$ cat src/rtl/cq_pkg.sv
package cq_pkg;
  // words per completion entry for a type code
  function automatic logic [2:0] entry_words(input logic [1:0] code);
    case (code)
      2'b00:   return 3'd1;
      2'b11:   return 3'd4;
      default: return 3'd2;
    endcase
  endfunction
endpackage

$ cat src/rtl/cq_ring.sv
module cq_ring #(
  parameter int MIN_WORDS = 1024,
  localparam int IDXW = $clog2(MIN_WORDS * 4),
  localparam int CW = IDXW + 8
) (
  input  logic            clk,
  input  logic            rst,
  input  logic            wr_en,
  input  logic [1:0]      wr_fn,
  input  logic [31:0]     wr_data,
  input  logic            active,
  input  logic [2:0]      req_words,
  input  logic            take,
  output logic            fit,
  output logic [IDXW-1:0] start_off,
  output logic [23:0]     base,
  output logic            wide64,
  output logic [1:0]      etype,
  output logic            common,
  output logic            irq
);
  logic [23:0]     base_q;
  logic            wide_q, pwe_q, tmode_q, common_q, irq_q;
  logic [1:0]      type_q, size_q;
  logic [3:0]      thr_q;
  logic [IDXW-1:0] prod_q, cons_q;

  logic [CW-1:0]   ring_w, p_x, need, sum, thr_eff;
  logic [IDXW-1:0] mask, p, c, valid, empty, next;
  logic            wrap, cond, clr;

  always_comb begin
    case (size_q)
      2'b00:   ring_w = CW'(MIN_WORDS);
      2'b01:   ring_w = CW'(MIN_WORDS * 2);
      default: ring_w = CW'(MIN_WORDS * 4);
    endcase
    mask  = IDXW'(ring_w - CW'(1));
    p     = prod_q & mask;
    c     = cons_q & mask;
    valid = (p - c) & mask;
    empty = mask - valid;
    p_x   = CW'(p);
    wrap  = (p_x + CW'(req_words)) > ring_w;
    need  = CW'(req_words) + (wrap ? (ring_w - p_x) : CW'(0));
    fit   = CW'(empty) >= need;
    start_off = wrap ? '0 : p;
    sum   = CW'(start_off) + CW'(req_words);
    next  = sum[IDXW-1:0] & mask;
    thr_eff = CW'({thr_q, 2'b00});
    cond  = active && (tmode_q ? (CW'(valid) >= thr_eff) : (CW'(empty) <= thr_eff));
    clr   = wr_en && (wr_fn == 2'd1) && wr_data[8];
  end

  always_ff @(posedge clk) begin
    if (rst) begin
      base_q <= '0; wide_q <= 1'b0; pwe_q <= 1'b0; type_q <= '0; thr_q <= '0;
      size_q <= '0; tmode_q <= 1'b0; common_q <= 1'b0;
      prod_q <= '0; cons_q <= '0; irq_q <= 1'b0;
    end else begin
      if (wr_en && wr_fn == 2'd0) begin
        base_q <= wr_data[31:8];
        wide_q <= wr_data[7];
        pwe_q  <= wr_data[6];
        type_q <= wr_data[5:4];
        thr_q  <= wr_data[3:0];
      end
      if (wr_en && wr_fn == 2'd1) begin
        size_q   <= wr_data[1:0];
        tmode_q  <= wr_data[2];
        common_q <= wr_data[3];
      end
      if (wr_en && wr_fn == 2'd2) cons_q <= wr_data[IDXW-1:0];
      if (wr_en && wr_fn == 2'd3 && pwe_q) prod_q <= wr_data[IDXW-1:0];
      else if (take) prod_q <= next;
      irq_q <= clr ? 1'b0 : (irq_q | cond);
    end
  end

  assign base   = base_q;
  assign wide64 = wide_q;
  assign etype  = type_q;
  assign common = common_q;
  assign irq    = irq_q;

  // nothing is taken that does not fit
  assert_take_fits_R5: assert property (@(posedge clk) disable iff (rst) take |-> fit);
  // producer moves by exactly the entry size from the entry start
  assert_advance_R2: assert property (@(posedge clk) disable iff (rst)
    (take && !wr_en) |=> (((prod_q - $past(start_off)) & $past(mask)) ==
                          (IDXW'($past(req_words)) & $past(mask))));
  // locked producer write leaves the index alone
  assert_prod_locked_R9: assert property (@(posedge clk) disable iff (rst)
    (wr_en && wr_fn == 2'd3 && !pwe_q && !take) |=> $stable(prod_q));
  // sticky until cleared, clear wins
  assert_irq_sticky_R8: assert property (@(posedge clk) disable iff (rst)
    (irq_q && !clr) |=> irq_q);
  assert_irq_clear_R8: assert property (@(posedge clk) disable iff (rst)
    clr |=> !irq_q);
endmodule

$ cat src/rtl/cq_dma_req.sv
module cq_dma_req #(
  parameter int IDXW = 12
) (
  input  logic            clk,
  input  logic            rst,
  input  logic            fire,
  input  logic [23:0]     base,
  input  logic [IDXW-1:0] start_off,
  input  logic [2:0]      words,
  input  logic            wide64,
  output logic            dma_valid,
  output logic [31:0]     dma_addr,
  output logic [2:0]      dma_words,
  output logic            dma_wide64
);
  logic [31:0] addr_c;
  assign addr_c = {base, 8'h00} + 32'({start_off, 2'b00});

  always_ff @(posedge clk) begin
    if (rst) begin
      dma_valid <= 1'b0; dma_addr <= '0; dma_words <= '0; dma_wide64 <= 1'b0;
    end else begin
      dma_valid <= fire;
      if (fire) begin
        dma_addr   <= addr_c;
        dma_words  <= words;
        dma_wide64 <= wide64;
      end
    end
  end

  // only legal entry sizes are requested
  assert_dma_size_R2: assert property (@(posedge clk) disable iff (rst)
    dma_valid |-> (dma_words == 3'd1 || dma_words == 3'd2 || dma_words == 3'd4));
endmodule

$ cat src/rtl/cpl_queue_producer.sv
module cpl_queue_producer #(
  parameter int RING_MIN_BYTES = 4096
) (
  input  logic        clk,
  input  logic        rst,
  input  logic        reg_we,
  input  logic [2:0]  reg_addr,
  input  logic [31:0] reg_wdata,
  input  logic        cpl_valid,
  input  logic        cpl_rx,
  output logic        cpl_ready,
  output logic        dma_valid,
  output logic [31:0] dma_addr,
  output logic [2:0]  dma_words,
  output logic        dma_wide64,
  output logic [1:0]  irq_status
);
  import cq_pkg::*;
  localparam int MIN_WORDS = RING_MIN_BYTES / 4;
  localparam int IDXW = $clog2(MIN_WORDS * 4);

  logic [1:0]      fit_v, wide_v, comm_v, irq_v, take_v, active_v;
  logic [IDXW-1:0] start_v [2];
  logic [23:0]     base_v  [2];
  logic [1:0]      typ_v   [2];
  logic            shared, tgt, accept;
  logic [2:0]      words, rx_full, rx_cap;

  assign shared  = |comm_v;
  assign tgt     = cpl_rx && !shared;
  assign rx_full = entry_words(typ_v[1]);
  assign rx_cap  = (rx_full > 3'd2) ? 3'd2 : rx_full;
  assign words   = (cpl_rx && shared) ? rx_cap : entry_words(typ_v[tgt]);
  assign cpl_ready = fit_v[tgt];
  assign accept  = cpl_valid && cpl_ready;
  assign active_v = {!shared, 1'b1};

  for (genvar r = 0; r < 2; r++) begin : g_ring
    assign take_v[r] = accept && (tgt == 1'(r));
    cq_ring #(.MIN_WORDS(MIN_WORDS)) u_ring (
      .clk(clk), .rst(rst),
      .wr_en(reg_we && (reg_addr[0] == 1'(r))),
      .wr_fn(reg_addr[2:1]), .wr_data(reg_wdata),
      .active(active_v[r]), .req_words(words), .take(take_v[r]),
      .fit(fit_v[r]), .start_off(start_v[r]), .base(base_v[r]),
      .wide64(wide_v[r]), .etype(typ_v[r]), .common(comm_v[r]), .irq(irq_v[r])
    );
  end

  cq_dma_req #(.IDXW(IDXW)) u_dma (
    .clk(clk), .rst(rst), .fire(accept),
    .base(base_v[tgt]), .start_off(start_v[tgt]), .words(words), .wide64(wide_v[tgt]),
    .dma_valid(dma_valid), .dma_addr(dma_addr), .dma_words(dma_words), .dma_wide64(dma_wide64)
  );

  assign irq_status = irq_v;

  // receive ring idle in shared mode
  assert_rx_idle_shared_R10: assert property (@(posedge clk) disable iff (rst)
    shared |-> !take_v[1]);
  assert_rx_irq_shared_R10: assert property (@(posedge clk) disable iff (rst)
    ($past(shared) && shared && !$past(irq_v[1])) |-> !irq_v[1]);
  // one request strobe per acceptance
  assert_dma_follows_R12: assert property (@(posedge clk) disable iff (rst)
    accept |=> dma_valid);
  assert_dma_quiet_R12: assert property (@(posedge clk) disable iff (rst)
    !accept |=> !dma_valid);
endmodule

$ cat config.mk
export PLATFORM = sky130hd
export DESIGN_NAME = cpl_queue_producer
export DESIGN_NICKNAME = d
export VERILOG_FILES = /design/src/rtl/cq_pkg.sv /design/src/rtl/cq_ring.sv /design/src/rtl/cq_dma_req.sv /design/src/rtl/cpl_queue_producer.sv
export SDC_FILE = /design/constraint.sdc
export NUM_CORES = 1
export LEC_CHECK = 0
export ABC_AREA = 1
export BUFFER_PORTS_ARGS = -buffer_cell sky130_fd_sc_hd__clkbuf_2
export CORE_ASPECT_RATIO = 0.9
export CORE_MARGIN = 2
export CORE_UTILIZATION = 30
export DETAILED_ROUTE_END_ITERATION = 8
export SETUP_SLACK_MARGIN = 0.15
export SLEW_MARGIN = 20
export SYNTH_ARGS = -nofsm -noshare
export SYNTH_HDL_FRONTEND = slang
export SYNTH_SLANG_ARGS = --single-unit
$ cat constraint.sdc
create_clock -name clk -period 7.62 [get_ports clk]
set_input_delay 0.381 -clock clk [delete_from_list [all_inputs] [get_ports clk]]
set_output_delay 0.381 -clock clk [all_outputs]
set_load 0.01 [all_outputs]
==> metrics.md <==
| Metric | Value |
|---|---|
| Status | finished, final reports clean |
| Slowest CP cell | fa_1 |
| Initial antenna violation count | 0 |
| Synth Warn # | 0 |
| GR Util met2 | 0.292 |
| Crit-path max cell delay | 400 ps |
| DR iter-0 viols | 1,004 |
| CP Data Required Time | 7240 ps |
| RSZ-0062 raised after global routing | false |
| Worst path most repeated cell | nand2_1 |
| Yosys top cell area share | 0.265 |
| Clk_lat worst skew | 440 ps |
| Skew final | 21.4 ps |
| Boundary Pins | 80 |
| DRC Markers | 0 |
| Async set-or-reset flop fraction in the synthesized netlist | 0 |
| Most common cell in the netlist | nand2_1 |
| R2R depth | 49 |
| Final worst path period share | 0.917 |
| Routed len/inst | 15.6 um |
| Layout area overhead | 13.7% |
| List of most frequent post-synthesis cells | nand2_1 (365), inv_1 (229), nor2_1 (202) |
| Critical register-to-register path endpoint | u_dma.dma_addr[13] |
| Share of post-route cells with drive strength above 1 | 0.103 |
| Routed vias/inst | 4.94 |
| GR Util met3 | 0.0234 |
| R2r startpoint | g_ring[1].u_ring.common |
| CP Capture Type | output port |
| Die area | 0.0411 mm^2 |
| R2r setup slk | 760 ps |
| Pre-CTS WS | 171 ps |
| Clock Power Share | 0.354 |
| CP max FO | 5 |
| Sw frac | 0.357 |
| Synthesized area | 0.0118 mm^2 |
| PnR worst setup slack | 631 ps |
| Count of flip-flops with a built-in enable after synthesis | 0 |
| Maximum clock rate | 143 MHz |
| Min Clock Period, post-route | 6990 ps |
| Final Slew Violations | 0 |
| DR vias | 12,000 |
| Setup crit start | g_ring[1].u_ring.common |
| Routed Antenna Nets | 0 |
| Num CTS Buffers | 17 |
| Clk sinks | 157 |
| Hold_buf cts | 0 |
| Relative slew margins | 0.410 |
| Synth cell types | 48 |
| First-pass GRT wire length | 59,500 um |
| Post-synth top area cell | dfxtp_1 |
| Post-Syn Instances | 1,828 |
| Maximum vdd drop | 0.160 mV |
| Grt peak-use layer | met2 |
| Pwr/cell area | 189 mW/mm^2 |
| Clock root cell | clkbuf_16 |
| Starting Density | 0.302 |
| Vias in the first global route | 10,800 |
| Internal Power | 1.64 mW |
| Setup CP Type | reg2out |
| Hold Path Class | in2reg |
| CTS tree | yes |
| Main area contributors after synthesis | dfxtp_1 (27%), nand2_1 (12%), ha_1 (10%) |
| Buffers on Ports | 77 |
| Row cnt | 69 |
| Core area | 0.0392 mm^2 |
| First-pass detailed-route iteration total | 5 |
| Final WL | 37,900 um |
| Data arrival, critical path | 6610 ps |
| CP endpoint | cpl_ready |
| Worst-path clk slew | 70 ps |
| Pin count of the biggest net entering global routing | 96 |
| Chip height | 193 um |
| Total grt overflow | 0 |
| Post-synthesis sequential area ratio | 0.265 |
| Top_reg_cell synth | dfxtp_1 |
| CTS H-tree lvls | 4 |
| GRT Util Overall | 0.185 |
| Final Cell Area | 0.0135 mm^2 |
| Syn Area/Cell | 6.48 um^2 |
| Setup tns final | 0 ps |
| GR Util met1 | 0.264 |
| N_diodes | 0 |
| Leak | 5.98 nW |
| Fillers | 4,282 |
| Max clock buf depth | 2 |
| Max Cap Viol | 0 |
| Die width | 213 um |
| Sequential Power Share | 0.351 |
| Count of state elements after synthesis | 157 |
| WHS | 221 ps |
| CP Launch Type | register |
| Comb pwr share | 0.295 |
| Final setup vio count | 0 |
| Final hold vios | 0 |
| Fin nets | 2,023 |
| NetSw | 0.911 mW |
| Worst-Margin Slew | 884 ps |
| DPL Wire Length | 28,600 um |
| Routability cong. | 0.913 |
| Cell Area, Placed | 0.0127 mm^2 |
cell usage in the layout (no fill, tap or decap), types with 6 or more instances in the layout:
| cell | n |
|---|---|
| nor2_1 | 194 |
| nor3_1 | 13 |
| or2_2 | 11 |
| nor3_2 | 7 |
| xor2_1 | 55 |
| inv_1 | 229 |
| o21a_1 | 8 |
| clkbuf_16 | 17 |
| inv_6 | 6 |
| fa_1 | 8 |
| clkbuf_2 | 76 |
| ha_1 | 98 |
| nand2_1 | 363 |
| nor2_2 | 12 |
| xnor2_1 | 17 |
| a21oi_1 | 163 |
| o21ai_0 | 173 |
| inv_2 | 8 |
| nand3_1 | 142 |
| dfxtp_1 | 156 |
| nand4_1 | 31 |
| buf_4 | 29 |
worst max-delay path: cells and delay by family, from the launching register on:
| family | cells | cell delay, ps |
|---|---|---|
| adder cells (fa/ha/maj) | 7 | 1790 |
| buffers and inverters | 8 | 800 |
| AO/OA/AOI/OAI | 5 | 630 |
| XOR/XNOR | 1 | 90 |
| flip-flops | 1 | 340 |
| AND/OR/NAND/NOR | 24 | 2550 |
cell type report:
| cell class | count | area (um^2) | area share |
|---|---|---|---|
| flip-flops and latches | 157 | 3140 | 0.234 |
| well taps | 532 | 666 | 0.0494 |
| repair buffers | 108 | 641 | 0.0476 |
| clock inverters | 13 | 154 | 0.0114 |
| inverters | 237 | 890 | 0.0661 |
| multi-input cells | 1355 | 7530 | 0.559 |
| clock buffers | 19 | 443 | 0.0329 |
timing repair:
| action | 4_1_cts | 5_1_grt |
|---|---|---|
| gates resized for setup | 2 | 23 |
| endpoints found under the hold margin | 0 | 0 |
| endpoints found under the setup margin | 1 | 60 |
| pin swaps | 1 | 9 |
| setup buffers | 2 | 8 |
cells by family after synthesis:
kind of cell,count (synthesis),share of synthesized area
other,1,0.000317
AOI/OAI and AO/OA,375,0.166
DFF,157,0.265
and+or+nand+nor,794,0.285
xor gates and xnor gates,73,0.0546
muxes,4,0.00338
adders and majority gates,107,0.119
buffers and inverters,317,0.107
worst min path at each step:
stage / startpoint / to / slack, ps / depth (start not counted)
after floorplan: g_ring[1].u_ring.base[10] / g_ring[1].u_ring.base[10] / 420 / 2
after global placement: g_ring[1].u_ring.base[19] / g_ring[1].u_ring.base[19] / 430 / 2
after detailed placement: g_ring[1].u_ring.base[19] / g_ring[1].u_ring.base[19] / 440 / 2
after CTS: reg_wdata[25] / g_ring[0].u_ring.base[17] / 210 / 3
after global routing: reg_wdata[19] / g_ring[0].u_ring.base[11] / 230 / 3
final: reg_wdata[25] / g_ring[0].u_ring.base[17] / 220 / 3
flip-flops by register name, indices dropped and copies added (netlist names), 3 cells and up:
register and count:
g_ring.u_ring.size_q 4, g_ring.u_ring.prod_q 24, u_dma.dma_addr 30, g_ring.u_ring.etype 4
g_ring.u_ring.base 48, g_ring.u_ring.cons_q 24, g_ring.u_ring.thr_q 8, u_dma.dma_words 3
metal layers:
metal,share of wire,wire length [um]
met4,0.019,731
met3,0.057,2160
met2,0.44,16800
met5,0,0
met1,0.48,18200
stage by stage:
| step | utilization | total power, mW | instances |
|---|---|---|---|
| 6_report | 0.344 | 2.55 | 2421 |
| 4_1_cts | 0.340 | 2.54 | 2413 |
| 5_1_grt | 0.344 | 2.70 | 2421 |
| 2_1_floorplan | - | 1.44 | 1829 |
| 3_3_place_gp | 0.324 | 1.63 | 2379 |
| 3_5_place_dp | 0.324 | 1.64 | 2379 |
power groups by stage:
| stage | clock network [mW] | registers [mW] | logic (mW) |
|---|---|---|---|
| 2_1_floorplan | 0 | 0.915 | 0.524 |
| 3_3_place_gp | 0 | 0.912 | 0.716 |
| 3_5_place_dp | 0 | 0.913 | 0.729 |
| 4_1_cts | 0.912 | 0.894 | 0.738 |
| 5_1_grt | 0.944 | 0.899 | 0.859 |
| 6_report | 0.902 | 0.894 | 0.753 |
Power figures use the tool's default switching activity.
